`src/rtl/wkt_pkg.sv`:
```
package wkt_pkg;

    typedef enum logic [2:0] {
        ST_IDLE  = 3'd0,
        ST_ARM   = 3'd1,
        ST_GAP   = 3'd2,
        ST_START = 3'd3,
        ST_DATA  = 3'd4,
        ST_ADDR  = 3'd5,
        ST_STOP  = 3'd6
    } tx_state_e;

    typedef enum logic {
        MODE_IDLE_LINE = 1'b0,
        MODE_ADDR_BIT  = 1'b1
    } wake_mode_e;

endpackage

```
`src/rtl/wkt_wake_latch.sv`:
```
module wkt_wake_latch (
    input  logic clk,
    input  logic rst_n,
    input  logic wake_req,
    input  logic consume,
    output logic wake_now
);

    logic flag_q;

    always_ff @(posedge clk or negedge rst_n) begin
        if (!rst_n) begin
            flag_q <= 1'b0;
        end else if (consume) begin
            flag_q <= 1'b0;
        end else if (wake_req) begin
            flag_q <= 1'b1;
        end
    end

    // a pulse in the same cycle as the write applies to that write
    assign wake_now = flag_q | wake_req;


    flag_cleared_chk: assert property (@(posedge clk) disable iff (!rst_n)
        consume |=> !flag_q);


    flag_held_chk: assert property (@(posedge clk) disable iff (!rst_n)
        (wake_req && !consume) |=> flag_q);

endmodule

```
`src/rtl/wkt_frame_reg.sv`:
```
module wkt_frame_reg
    import wkt_pkg::*;
#(
    parameter int DATA_W = 8
) (
    input  logic              clk,
    input  logic              rst_n,
    input  logic              load,
    input  logic              shift_en,
    input  logic [DATA_W-1:0] wr_data,
    input  wake_mode_e        mode_in,
    input  logic              wake_in,
    output logic              data_lsb,
    output wake_mode_e        mode_q,
    output logic              wake_q
);

    logic [DATA_W-1:0] shreg_q;

    always_ff @(posedge clk or negedge rst_n) begin
        if (!rst_n) begin
            shreg_q <= '0;
            mode_q  <= MODE_IDLE_LINE;
            wake_q  <= 1'b0;
        end else if (load) begin
            shreg_q <= wr_data;
            mode_q  <= mode_in;
            wake_q  <= wake_in;
        end else if (shift_en) begin
            shreg_q <= {1'b0, shreg_q[DATA_W-1:1]};
        end
    end

    assign data_lsb = shreg_q[0];


    mode_frozen_chk: assert property (@(posedge clk) disable iff (!rst_n)
        !load |=> $stable(mode_q));


    wake_frozen_chk: assert property (@(posedge clk) disable iff (!rst_n)
        !load |=> $stable(wake_q));

endmodule

```
`src/rtl/wkt_bit_count.sv`:
```
module wkt_bit_count #(
    parameter int CNT_W = 4
) (
    input  logic             clk,
    input  logic             rst_n,
    input  logic             clr,
    input  logic             inc,
    output logic [CNT_W-1:0] cnt
);

    always_ff @(posedge clk or negedge rst_n) begin
        if (!rst_n) begin
            cnt <= '0;
        end else if (clr) begin
            cnt <= '0;
        end else if (inc) begin
            cnt <= cnt + 1'b1;
        end
    end

endmodule

```
`src/rtl/wkt_tx_fsm.sv`:
```
module wkt_tx_fsm
    import wkt_pkg::*;
#(
    parameter int DATA_W   = 8,
    parameter int GAP_BITS = 11,
    parameter int CNT_W    = 4
) (
    input  logic             clk,
    input  logic             rst_n,
    input  logic             wr_en,
    input  logic             baud_tick,
    input  wake_mode_e       mode_q,
    input  logic             wake_q,
    input  logic             data_lsb,
    input  logic [CNT_W-1:0] cnt,
    output logic             accept,
    output logic             cnt_clr,
    output logic             cnt_inc,
    output logic             shift_en,
    output logic             tx_out,
    output logic             tx_ready
);

    localparam logic [CNT_W-1:0] GAP_LAST  = CNT_W'(GAP_BITS - 1);
    localparam logic [CNT_W-1:0] DATA_LAST = CNT_W'(DATA_W - 1);

    tx_state_e state_q, state_d;

    // state register
    always_ff @(posedge clk or negedge rst_n) begin
        if (!rst_n) begin
            state_q <= ST_IDLE;
        end else begin
            state_q <= state_d;
        end
    end

    // next state
    always_comb begin
        state_d = state_q;
        unique case (state_q)
            ST_IDLE:  if (wr_en) state_d = ST_ARM;
            ST_ARM: begin
                if (baud_tick) begin
                    if (mode_q == MODE_IDLE_LINE && wake_q) state_d = ST_GAP;
                    else                                    state_d = ST_START;
                end
            end
            ST_GAP:   if (baud_tick && cnt == GAP_LAST) state_d = ST_START;
            ST_START: if (baud_tick) state_d = ST_DATA;
            ST_DATA: begin
                if (baud_tick && cnt == DATA_LAST) begin
                    state_d = (mode_q == MODE_ADDR_BIT) ? ST_ADDR : ST_STOP;
                end
            end
            ST_ADDR:  if (baud_tick) state_d = ST_STOP;
            ST_STOP:  if (baud_tick) state_d = ST_IDLE;
            default:  state_d = ST_IDLE;
        endcase
    end

    // outputs
    always_comb begin
        accept   = 1'b0;
        cnt_clr  = 1'b0;
        cnt_inc  = 1'b0;
        shift_en = 1'b0;
        tx_out   = 1'b1;
        tx_ready = 1'b0;
        unique case (state_q)
            ST_IDLE: begin
                tx_ready = 1'b1;
                accept   = wr_en;
            end
            ST_ARM: begin
                cnt_clr = baud_tick;
            end
            ST_GAP: begin
                if (baud_tick) begin
                    if (cnt == GAP_LAST) cnt_clr = 1'b1;
                    else                 cnt_inc = 1'b1;
                end
            end
            ST_START: begin
                tx_out  = 1'b0;
                cnt_clr = baud_tick;
            end
            ST_DATA: begin
                tx_out   = data_lsb;
                shift_en = baud_tick;
                cnt_inc  = baud_tick && (cnt != DATA_LAST);
            end
            ST_ADDR: begin
                tx_out = wake_q;
            end
            ST_STOP: begin
                tx_out = 1'b1;
            end
            default: begin
                tx_out = 1'b1;
            end
        endcase
    end


    ready_drop_chk: assert property (@(posedge clk) disable iff (!rst_n)
        (wr_en && tx_ready) |=> !tx_ready);


    ready_rise_chk: assert property (@(posedge clk) disable iff (!rst_n)
        $rose(tx_ready) |-> $past(baud_tick));


    idle_high_chk: assert property (@(posedge clk) disable iff (!rst_n)
        tx_ready |-> tx_out);


    hold_bit_chk: assert property (@(posedge clk) disable iff (!rst_n)
        (!baud_tick && state_q != ST_IDLE) |=> $stable(state_q));


    gap_bound_chk: assert property (@(posedge clk) disable iff (!rst_n)
        (state_q == ST_GAP) |-> (cnt <= GAP_LAST));


    no_gap_addr_chk: assert property (@(posedge clk) disable iff (!rst_n)
        (state_q == ST_GAP) |-> (mode_q == MODE_IDLE_LINE));

endmodule

```
`src/rtl/wake_uart_tx.sv`:
```
module wake_uart_tx
    import wkt_pkg::*;
#(
    parameter int DATA_W   = 8,
    parameter int GAP_BITS = 11
) (
    input  logic              clk,
    input  logic              rst_n,
    input  logic              wr_en,
    input  logic [DATA_W-1:0] wr_data,
    input  logic              wake_req,
    input  logic              mode_sel,
    input  logic              baud_tick,
    output logic              tx_out,
    output logic              tx_ready
);

    localparam int CNT_MAX = (GAP_BITS > DATA_W) ? GAP_BITS : DATA_W;
    localparam int CNT_W   = $clog2(CNT_MAX + 1);

    logic             accept;
    logic             wake_now;
    logic             cnt_clr;
    logic             cnt_inc;
    logic             shift_en;
    logic             data_lsb;
    logic             wake_q;
    wake_mode_e       mode_q;
    logic [CNT_W-1:0] cnt;

    wkt_wake_latch u_wake (
        .clk      (clk),
        .rst_n    (rst_n),
        .wake_req (wake_req),
        .consume  (accept),
        .wake_now (wake_now)
    );

    wkt_frame_reg #(.DATA_W(DATA_W)) u_frame (
        .clk      (clk),
        .rst_n    (rst_n),
        .load     (accept),
        .shift_en (shift_en),
        .wr_data  (wr_data),
        .mode_in  (wake_mode_e'(mode_sel)),
        .wake_in  (wake_now),
        .data_lsb (data_lsb),
        .mode_q   (mode_q),
        .wake_q   (wake_q)
    );

    wkt_bit_count #(.CNT_W(CNT_W)) u_count (
        .clk   (clk),
        .rst_n (rst_n),
        .clr   (cnt_clr),
        .inc   (cnt_inc),
        .cnt   (cnt)
    );

    wkt_tx_fsm #(
        .DATA_W   (DATA_W),
        .GAP_BITS (GAP_BITS),
        .CNT_W    (CNT_W)
    ) u_fsm (
        .clk       (clk),
        .rst_n     (rst_n),
        .wr_en     (wr_en),
        .baud_tick (baud_tick),
        .mode_q    (mode_q),
        .wake_q    (wake_q),
        .data_lsb  (data_lsb),
        .cnt       (cnt),
        .accept    (accept),
        .cnt_clr   (cnt_clr),
        .cnt_inc   (cnt_inc),
        .shift_en  (shift_en),
        .tx_out    (tx_out),
        .tx_ready  (tx_ready)
    );

endmodule

```
`config.mk`:
```
export PLATFORM = sky130hd
export DESIGN_NAME = wake_uart_tx
export DESIGN_NICKNAME = d
export VERILOG_FILES = /design/src/rtl/wkt_pkg.sv /design/src/rtl/wkt_wake_latch.sv /design/src/rtl/wkt_frame_reg.sv /design/src/rtl/wkt_bit_count.sv /design/src/rtl/wkt_tx_fsm.sv /design/src/rtl/wake_uart_tx.sv
export SDC_FILE = /design/constraint.sdc
export NUM_CORES = 1
export LEC_CHECK = 0
export ABC_AREA = 1
export BUFFER_PORTS_ARGS = -buffer_cell sky130_fd_sc_hd__buf_2
export CORE_ASPECT_RATIO = 1.2
export CORE_MARGIN = 4
export CORE_UTILIZATION = 46
export CTS_BUF_LIST = sky130_fd_sc_hd__clkbuf_4
export DETAILED_ROUTE_END_ITERATION = 7
export PLACE_DENSITY = 0.67
export SLEW_MARGIN = 10
export SYNTH_ARGS = -nofsm -noshare
export SYNTH_HDL_FRONTEND = slang
export SYNTH_HIERARCHICAL = 1
export SYNTH_SLANG_ARGS = --single-unit
```
`constraint.sdc`:
```
create_clock -name clk -period 3.3 [get_ports clk]
set_input_delay 0.33 -clock clk [delete_from_list [all_inputs] [get_ports clk]]
set_output_delay 0.33 -clock clk [all_outputs]
set_load 0.1 [all_outputs]
```
=== Word-level counts from Yosys, hierarchy flattened ===
Index checks and enable logic that the tools add are counted.

* Flip-flop bits (word level): 18
* Output and inout bits: 2
* Logic and storage cells: 61

* $add $sub $neg: 1
* Equality and inequality tests: 16
* Multiplexer cells: 26
* Bitwise gates (word level): 2
* Reduce and logical (&&, ||, !) cells: 10

{| class="wikitable"
|+ Operators with widths
! cell !! count
|-
| 3-bit 2-to-1 mux || 7
|-
| 3-bit case mux with 7 select lines || 1
|-
| 8-bit 2-to-1 mux || 2
|-
| 1-bit 2-to-1 mux || 10
|-
| 2-bit inequality test (second input constant) || 5
|-
| 3-bit == test (second input constant) || 3
|-
| 4-bit 2-to-1 mux || 2
|-
| 7-bit AND reduction || 1
|-
| 3-bit by 2-bit == test with 1-bit output (second input constant) || 2
|-
| 2-bit nonzero test || 3
|-
| 4-bit by 1-bit adder with 4-bit output (second input constant) || 1
|-
| 4-bit by 3-bit == test with 1-bit output (second input constant) || 1
|-
| 4-bit == test (second input constant) || 1
|-
| 1-bit logical AND || 4
|-
| 2-bit by 1-bit inequality test with 1-bit output (second input constant) || 2
|-
| 4-bit by 3-bit inequality test with 1-bit output (second input constant) || 1
|-
| 1-bit case mux with 2 select lines || 2
|-
| 3-bit by 1-bit == test with 1-bit output (second input constant) || 1
|-
| 3-bit zero test || 1
|-
| 1-bit case mux with 3 select lines || 1
|-
| 2-bit 2-to-1 mux || 1
|-
| 2-bit OR reduction || 1
|-
| 1-bit NOT || 1
|-
| 1-bit OR || 1
|}

=== Longest topological paths before layout ===
Gate-level depths: netlist (run 1).

* Depth in word-level cells: 6
* Mapped depth: 10

=== Hierarchy ===
Netlist (run 1), hierarchy kept.

{| class="wikitable"
|+ By module, submodules not included
! module !! instances !! cells each !! area an instance (um2)
|-
| wkt_frame_reg || 1 || 51 || 432.9
|-
| wkt_tx_fsm || 1 || 66 || 352.8
|-
| wkt_bit_count || 1 || 24 || 201.4
|-
| wkt_wake_latch || 1 || 4 || 38.8
|}

=== Worst setup path after synthesis (run 1) ===
No wires, ideal clock.

* Path type: register to output
* Start: register u_fsm.state_q[1]
* End: output tx_out
* Arrival: 4.046 ns
* Required time: 2.970 ns
* Slack: -1.076 ns
* Stages on the path, launching flop included: 4
* Path buffers: 0
* Cells stage by stage: dfrtp_1 -> inv_1 -> nand2_1 -> o311ai_0

* Cells in the longest elaborated chain, start to end: 2
* Elaborated cells on any way between the ends: 4

{| class="wikitable"
|+ Ends and longest elaborated chain
! item !! RTL line !! RTL
|-
| start: declaration || wkt_tx_fsm.sv:27 || <nowiki>tx_state_e state_q, state_d;</nowiki>
|-
| start signal: assignment || wkt_tx_fsm.sv:34 || <nowiki>state_q <= state_d;</nowiki>
|-
| 3-bit == test / 3-bit by 2-bit == test with 1-bit output (equally long branches) || wkt_tx_fsm.sv:70 || <nowiki>unique case (state_q)</nowiki>
|-
| 1-bit case mux with 3 select lines (*) || wkt_tx_fsm.sv:70 ||
|-
| end: declaration || wake_uart_tx.sv:14 || <nowiki>output logic tx_out,</nowiki>
|}

Every way passes the cells marked *; elsewhere a longest branch is shown, timed or not.

=== Worst setup path in the final report (run 1) ===
* Start: register u_fsm.state_q[2]
* End: output tx_out

The elaborated chain is that of the path after synthesis.

==> impl_metrics.tcl, run 1 <==
set metrics [dict create \
    yosysTopAreaCell "dfrtp_1" \
    gp_congestion 0.840 \
    hpwlAfterDp_um 1610 \
    power.switching_mw 0.589 \
    fmax_mhz 483 \
    grt_start_max_net_pins 19 \
    drive_above_1_share_pct 17.9 \
    wl_per_cell_um 10.9 \
    fin_worst_skew_ps 4.83 \
    p_sw_share_pct 52.2 \
    period_share_pct 62.8 \
    antenna_found_initial 0 \
    pwr-share-comb_pct 53.8 \
    die_w_um 51.1 \
    port_buffers 15 \
    grt_pass1_vias 929 \
    syn_nets 160 \
    cts.sink_count 18 \
    max-slew-margin-rel_pct 41.6 \
    ys_types 19 \
    rows 18 \
    cts_resized 0 \
    dieArea_mm2 0.00305 \
    yosysWarnings 6 \
    post-cts-setup-buffers 0 \
    grt_use_met3_pct 1.50 \
    synthesis.area_mm2 0.00103 \
    synth.ff_latch_count 18 \
    rsz0062_at_grt "no" \
    period_needed_ps 2070 \
    worst_setup_path_start_kind "flip-flop" \
    crit_fanout 7 \
    final-seq-area_um2 450 \
    critPathArrivalTime_ps 1740 \
    power_density_mw_per_mm2 977 \
    die_h_um 59.7 \
    endpoint_kind "output port" \
    wl_um 2090 \
    pwr-share-seq_pct 37.1 \
    use_met2_pct 28.7 \
    start_util_pct 49.0 \
    vias 965 \
    finalSetupViolations 0 \
    first_pass_iters 4 \
    viasPerCell 5.03 \
    avgSynthCellArea_um2 7.08 \
    drc 0 \
    grt_pass1_wl_um 3670 \
    p_leak_nw 0.627 \
    yosysTopAreaCellShare_pct 43.9 \
    clockPowerShare_pct 9.1 \
    multi_input_comb_area_um2 492 \
    hold_path_class "in -> reg" \
    finalHoldWorstSlack_ps 243 \
    drtIter0Drc 25 \
    insertion_delay_ps 280 \
    status "completed" \
    ctsLongestPathBuffers 2 \
    busiest_layer "met2" \
    fin_tns_setup_ps 0 \
    n_antenna_cell 0 \
    core-area_mm2 0.00209 \
    layout.nets 179 \
    root_buffer "clkbuf_4" \
    intPower_mw 0.540 \
    nFillCells 214 \
    gr-usage-met1_pct 18.5 \
    synth_area_leaders "dfrtp_1, nand2_1, nand3_1, inv_1, nor2_1" \
    globalRoute.totalOverflow 0 \
    power_mw 1.13 \
    slew_violations 0 \
    cts_buffers 3 \
    hold_violations 0 \
    tritoncts "built" \
    ant_nets 0 \
    syn2layout_area_growth_pct 12.6 \
    final_util_pct 55.1 \
    synthCells 145 \
    htreeDepth 1 \
    worstMarginPinSlew_ps 873 \
    grt_usage_pct 15.6 \
    cp.required_ps 2970 \
    crit_type "reg -> out" \
    peakVddDrop_mv 0.513 \
    drv_cap 0 \
    clkTransAtPathRegs_ps 90 \
    ys_seq_area_share_pct 43.9 \
    place_area_mm2 0.00112 \
    num_io_pins 16 \
    fin_area_mm2 0.00115 \
]
synthesized netlist by cell type:
cell      count
nor3_2        1
ha_1          1
o211ai_1      1
buf_6         1
nor2_4        1
o21ai_0       3
inv_2         3
a21oi_1       6
dfrtp_1      18
nand2_1      51
o31ai_1       1
nor2_2        4
nand2_2       2
nor2_1       12
inv_1        15
nand3_1      22
o311ai_0      1
buf_2         1
nor3_1        1
logic make-up after synthesis:
group | Yosys count | synth area share [%]
buffers and inverters | 20 | 8.17
AOI/OAI and AO/OA | 12 | 6.71
adders and majority gates | 1 | 1.22
DFF | 18 | 43.9
and+or+nand+nor | 94 | 40.0
worst max-delay path, stage by stage (launching register included):
cell      delay (ps)
dfrtp_1          460
inv_2            100
nor3_2           240
nand2_1          100
o311ai_1          90
buf_2            480
what timing repair did:
item / 4_1_cts / 5_1_grt
hold buffers: 1 / 0
hold endpoints to repair: 18 / 0
setup endpoints to repair: 0 / 0
metrics by stage:
stage | cells | worst slack (ps)
after floorplan | 145 | 105
after global placement | 188 | 1300
after detailed placement | 188 | 1250
after CTS | 192 | 1220
after global routing | 192 | 1020
final | 192 | 1230
worst paths after layout:
kind / cells after the start / end / from / slack (ps)
max reg2reg: 6 / u_frame/shreg_q[3] / u_fsm/state_q[2] / 1250
max in group asynchronous: 2 / u_frame/shreg_q[2] / rst_n / 2520
min: 3 / u_frame/shreg_q[7] / wr_data[7] / 240
min in group asynchronous: 2 / u_frame/shreg_q[6] / rst_n / 500
max: 5 / tx_out / u_fsm/state_q[2] / 1230
min reg2reg: 2 / u_frame/shreg_q[1] / u_frame/shreg_q[1] / 500
area by class of cell:
type / instances / share of cell area (%)
clock buffer: 3 / 1.95
sequential: 18 / 39.0
inverter: 18 / 5.85
multi-input combinational: 107 / 42.6
tap: 30 / 3.25
timing repair buffer: 16 / 7.37
sequential cells by signal, summed over array words and instances, names as in the netlist:
register / flops
u_frame/mode_q: 1
u_frame/shreg_q: 8
u_count/cnt: 4
u_wake/flag_q: 1
u_frame/wake_q: 1
u_fsm/state_q: 3
metal layers:
layer | up-vias | routed length, um
li1 | 500 | -
met1 | 446 | 981
met2 | 17 | 1040
met3 | 2 | 62
met4 | 0 | 6
met5 | - | 0
power groups by stage:
| stage | Clock [mW] | Combinational (mW) | Sequential (mW) |
|---|---|---|---|
| after floorplan | 0 | 0.507 | 0.396 |
| after global placement | 0 | 0.598 | 0.417 |
| after detailed placement | 0 | 0.605 | 0.420 |
| after CTS | 0.110 | 0.607 | 0.416 |
| after global routing | 0.116 | 0.690 | 0.432 |
| final | 0.103 | 0.607 | 0.418 |
layout by cell type (no fill, tap or decap), drive strengths merged, types with 2 or more instances in the layout:
master and count:
nor3 2, dfrtp 18, nand2 53, o21ai 3
inv 18, buf 15, clkbuf 3, nor2 17
nand3 22, a21oi 6
(Power assumes the default switching activity.)
==> run 2, diff against run 1 <==
clock period = 2.06 ns   (was 3.3 ns; I/O delays follow)
==> run 2 against run 1 <==
Compared with the run above:
- combinational power increased by 71%
- design area up 3.4%
- die area stayed put
- setup slack got worse by 1100 ps
- wire length fell by 3.6%
- via count fell by 2.1%
- critical path depth is the same
- highest routed layer unchanged
- final cell count increased by 1.6%
- critical path type unchanged
- utilization rose by 1.9 points
- critical endpoint unchanged
==> impl_metrics.tcl, run 2 (synthesis gave the netlist of run 1 again) <==
set metrics [dict create \
    status "completed" \
    path_cells "inv_2 -> nor3_2 -> nand2_1 -> o311ai_4 -> clkbuf_4" \
    min-delay-start "mode_sel" \
    core-area_mm2 0.00209 \
    gp_congestion 0.835 \
    globalRoute.totalOverflow 0 \
    drtIter0Drc 16 \
    antenna_found_initial 0 \
    critPathLaunch "u_fsm/state_q[2]" \
    place_area_mm2 0.00115 \
    peakVddDrop_mv 0.674 \
    worstMarginPinSlew_ps 486 \
    grt_pass1_vias 966 \
    max-slew-margin-rel_pct 67.8 \
    hold_depth 3 \
    die_h_um 59.7 \
    nFillCells 203 \
    die_w_um 51.1 \
    drc 0 \
    drive_above_1_share_pct 19.4 \
    reg.largest.list "u_frame/shreg_q (8), u_count/cnt (4), u_fsm/state_q (3)" \
    cpPeakStageDelay_ps 460 \
    clkTransAtPathRegs_ps 100 \
    rows 18 \
    dp.cells 190 \
    htreeDepth 1 \
    final-seq-area_um2 450 \
    hold_violations 0 \
    top_register "u_frame/shreg_q" \
    cts_buffers 3 \
    wl_per_cell_um 10.3 \
    crit_fanout 7 \
    critPathArrivalTime_ps 1720 \
    multi_input_comb_area_um2 509 \
    num_io_pins 16 \
    vias 945 \
    r2r-end "u_count/cnt[2]" \
    place_ws_ps 356 \
    grt_pass1_wl_um 3770 \
    power_mw 1.87 \
    viasPerCell 4.85 \
    r2r_slack_ps 350 \
    ant_nets 0 \
    dieArea_mm2 0.00305 \
    ctsLongestPathBuffers 2 \
    start_util_pct 49.0 \
    layout_common_cells "nand2_1, nand3_1, dfrtp_1" \
    final_util_pct 57.0 \
    hold_path_class "in -> reg" \
    period_needed_ps 1930 \
    layout.nets 181 \
    cp.required_ps 1850 \
    fin_area_mm2 0.00119 \
    slew_violations 0 \
    drv_cap 0 \
    power_density_mw_per_mm2 1570 \
    layout_commonest_cell "nand2_1" \
    grt_usage_pct 15.8 \
    holdPathEnd "u_frame/mode_q" \
    wl_um 2010 \
    syn2layout_area_growth_pct 16.3 \
    cp_slowest_cell "dfrtp_1" \
    cts.sink_count 18 \
    worstReg2RegStart "u_fsm/state_q[2]" \
    root_buffer "clkbuf_4" \
    fin_worst_skew_ps 5.51 \
    port_buffers 15 \
    period_share_pct 93.5 \
    first_pass_iters 4 \
    finalSetupViolations 0 \
    insertion_delay_ps 280 \
    grt_start_max_net_pins 19 \
    fin_ws_ps 134 \
    p_leak_nw 0.646 \
    largest_reg_flops 8 \
    worst_setup_path_start_kind "flip-flop" \
    crit_type "reg -> out" \
    n_antenna_cell 0 \
    endpoint_kind "output port" \
    fin_tns_setup_ps 0 \
    fmax_mhz 519 \
    post-cts-setup-buffers 0 \
    worst_r2r_path_depth 8 \
    tritoncts "built" \
    rsz0062_at_grt "no" \
    instances_no_fill 195 \
    hpwlAfterDp_um 1590 \
    finalHoldWorstSlack_ps 116 \
]
run 2: worst max-delay path: cells and delay by family, from the launching register on:
family                 cells  cell delay [ps]
DFF                        1              460
buffers and inverters      2              480
and+or+nand+nor            2              410
AOI/OAI and AO/OA          1               80
run 2: area by class of cell:
type,instances,share of cell area [%]
multi-input combinational,107,42.7
sequential,18,37.7
timing repair buffer,18,8.60
inverter,18,5.66
tap,30,3.14
clock buffer,3,1.89
clock inverter,1,0.314
run 2: worst max-delay path by stage:
| stage | end | slack, ps | cells after the start |
|---|---|---|---|
| after floorplan | tx_out | 390 | 3 |
| after global placement | tx_out | 410 | 5 |
| after detailed placement | tx_out | 360 | 5 |
| after CTS | tx_out | 30 | 5 |
| after global routing | tx_out | 6 | 5 |
| final | tx_out | 130 | 5 |
run 2: per-layer routing:
metal	up-vias	GRT usage, %	part of all wire [%]
li1	498	-	-
met1	423	20.0	44
met2	22	27.4	51
met3	2	1.50	4.6
met4	0	6.54	0.94
met5	-	0	0
run 2: power by group:
group	total, mW	leakage [nW]	switching, mW	internal [mW]
Sequential	0.664	0.224	0.148	0.516
Clock	0.170	0.0154	0.100	0.0702
Combinational	1.04	0.407	0.715	0.324
Total	1.87	0.646	0.962	0.911
run 2: what timing repair did:
action / 4_1_cts / 5_1_grt
setup endpoints to repair: 0 / 1
resized for setup: 0 / 1
endpoints found under the hold margin: 18 / 0
hold buffers: 1 / 0
==> run 3, diff against run 2 <==
ABC_AREA = 0   (was 1)
==> run 3 against run 2 <==
Compared with the run above:
- clock skew decreased by 2.0 ps
- combinational power decreased by 24%
- sequential share of layout area is 0.12 points lower
- first-iteration DRC count is 6.3% lower
- final cell count shrank 22%
- maximum frequency rose by 1.5%
- synthesized cell count down 28%
- area after synthesis up 3.7%
- count of clock-buffer cells in the layout stayed put
- register-to-register slack worse by 40 ps
- via count fell by 14%
- flip-flop and latch count unchanged
==> impl_metrics.tcl, run 3 <==
set metrics [dict create \
    synth_common_cells "dfrtp_1, nand2_1, mux2i_1" \
    clkTransAtPathRegs_ps 100 \
    fin_ws_ps 163 \
    ant_nets 0 \
    nFillCells 196 \
    period_share_pct 92.1 \
    rsz0062_at_grt "no" \
    period_needed_ps 1900 \
    slew_violations 0 \
    gp_congestion 0.762 \
    fin_tns_setup_ps 0 \
    yosysTopAreaCellShare_pct 42.4 \
    cp_slowest_cell "dfrtp_1" \
    cts_resized 0 \
    insertion_delay_ps 280 \
    r2r-end "u_count/cnt[3]" \
    instances_no_fill 153 \
    root_buffer "clkbuf_4" \
    synthCells 105 \
    endpoint_kind "output port" \
    ys_types 35 \
    synth-async-reset-ratio_pct 100 \
    max-slew-margin-rel_pct 66.5 \
    drv_cap 0 \
    worstMarginPinSlew_ps 502 \
    post-cts-setup-buffers 0 \
    critPathLaunch "u_fsm/state_q[0]" \
    vias 815 \
    power_mw 1.64 \
    status "completed" \
    worst_r2r_path_depth 6 \
    cpPeakStageDelay_ps 670 \
    grt_start_max_net_pins 19 \
    layout.nets 140 \
    cp.required_ps 1850 \
    tritoncts "built" \
    wl_per_cell_um 12.0 \
    globalRoute.totalOverflow 0 \
    layout_commonest_cell "dfrtp_1" \
    rows 18 \
    antenna_found_initial 0 \
    core-area_mm2 0.00214 \
    n_antenna_cell 0 \
    grt_pass1_wl_um 3150 \
    hold_depth 3 \
    start_util_pct 49.7 \
    cts_buffers 3 \
    synth_edf_count 0 \
    finalHoldWorstSlack_ps 114 \
    cts.sink_count 18 \
    hold_path_class "in -> reg" \
    htreeDepth 1 \
    yosysTopAreaCell "dfrtp_1" \
    p_leak_nw 0.500 \
    synth.ff_latch_count 18 \
    num_io_pins 16 \
    worstReg2RegStart "u_fsm/state_q[1]" \
    path_cells "mux2i_1 -> a21oi_2 -> buf_2" \
    yosysWarnings 6 \
    peakVddDrop_mv 0.668 \
    hold_violations 0 \
    fmax_mhz 527 \
    dp.cells 149 \
    drtIter0Drc 15 \
    power_density_mw_per_mm2 1370 \
    largest_reg_flops 8 \
    wl_um 1840 \
    grt_usage_pct 13.3 \
    die_w_um 51.9 \
    layout_common_cells "dfrtp_1, buf_2, nand2_1" \
    grt_pass1_vias 756 \
    dieArea_mm2 0.00315 \
    drive_above_1_share_pct 30.1 \
    place_ws_ps 315 \
    die_h_um 60.7 \
    synthFlopType "dfrtp_1" \
    port_buffers 15 \
    syn_nets 120 \
    crit_fanout 15 \
    syn2layout_area_growth_pct 12.6 \
    hpwlAfterDp_um 1340 \
    top_register "u_frame/shreg_q" \
    ctsLongestPathBuffers 2 \
    first_pass_iters 4 \
    synthesis.area_mm2 0.00106 \
    postCtsHoldBufs 1 \
    ys_seq_area_share_pct 42.4 \
    synthMostInstantiatedCell "dfrtp_1" \
    synth_area_leaders "dfrtp_1, mux2i_1, buf_6, mux2_4, nand2_1" \
    avgSynthCellArea_um2 10.1 \
    finalSetupViolations 0 \
    reg.largest.list "u_frame/shreg_q (8), u_count/cnt (4), u_fsm/state_q (3)" \
    critPathArrivalTime_ps 1690 \
    drc 0 \
    worst_setup_path_start_kind "flip-flop" \
    fin_worst_skew_ps 3.54 \
    viasPerCell 5.33 \
    r2r_slack_ps 310 \
    crit_type "reg -> out" \
    min-delay-start "wr_data[6]" \
    holdPathEnd "u_frame/shreg_q[6]" \
]
## run 3: cell type report
type                       count  area [um2]  area share (%)
sequential                    18         450            37.6
multi-input combinational     79         557            46.5
timing repair buffer          21         123            10.2
clock buffer                   3        22.5            1.88
inverter                       2        7.51           0.627
tap                           30        37.5            3.13
## run 3: power by group
| part | total, mW | switching [mW] | internal, mW | leakage [nW] |
|---|---|---|---|---|
| Combinational | 0.786 | 0.448 | 0.338 | 0.264 |
| Sequential | 0.681 | 0.186 | 0.495 | 0.223 |
| Clock | 0.170 | 0.102 | 0.0678 | 0.0138 |
| Total | 1.64 | 0.736 | 0.901 | 0.500 |
## run 3: stage by stage
step	util [%]	area, um2
finish	56.0	1200
global route	56.0	1200
floorplan	-	1080
global placement	54.4	1160
detailed placement	54.4	1160
CTS	56.0	1200
## run 3: metal layers
metal  track usage [%]  vias to the layer above  part of all wire (%)
met5                 0                        -                     0
met3              2.70                        2                   5.4
met4              6.74                        0                   1.0
li1                  -                      409                     -
met1              17.3                      384                    47
met2              20.8                       20                    47
## run 3: cells by family (layout without fill, tap and decap cells)
kind of cell / after synthesis / count (layout) / share of synthesized area (%)
compound gates: 28 / 28 / 18.1
xor+xnor: 1 / 1 / 0.824
fa+ha+maj: 1 / 1 / 1.18
buf+inv: 8 / 26 / 6.71
flops: 18 / 18 / 42.4
mux: 12 / 12 / 12.7
simple gates: 37 / 37 / 18.1
## run 3: worst max path at each step
stage                      to  cells past startpoint  slack [ps]
2_1_floorplan  u_frame/mode_q                      5        -120
3_3_place_gp   u_count/cnt[3]                      6         370
3_5_place_dp   u_count/cnt[3]                      6         310
4_1_cts                tx_out                      3         170
5_1_grt                tx_out                      3          70
6_report               tx_out                      3         160
## run 3: critical path: cells and delay by family (launching register included)
family                 cells  cell delay, ps
AO/OA/AOI/OAI              1             130
buffers and inverters      1             430
flip-flops                 1             670
multiplexers               1             180
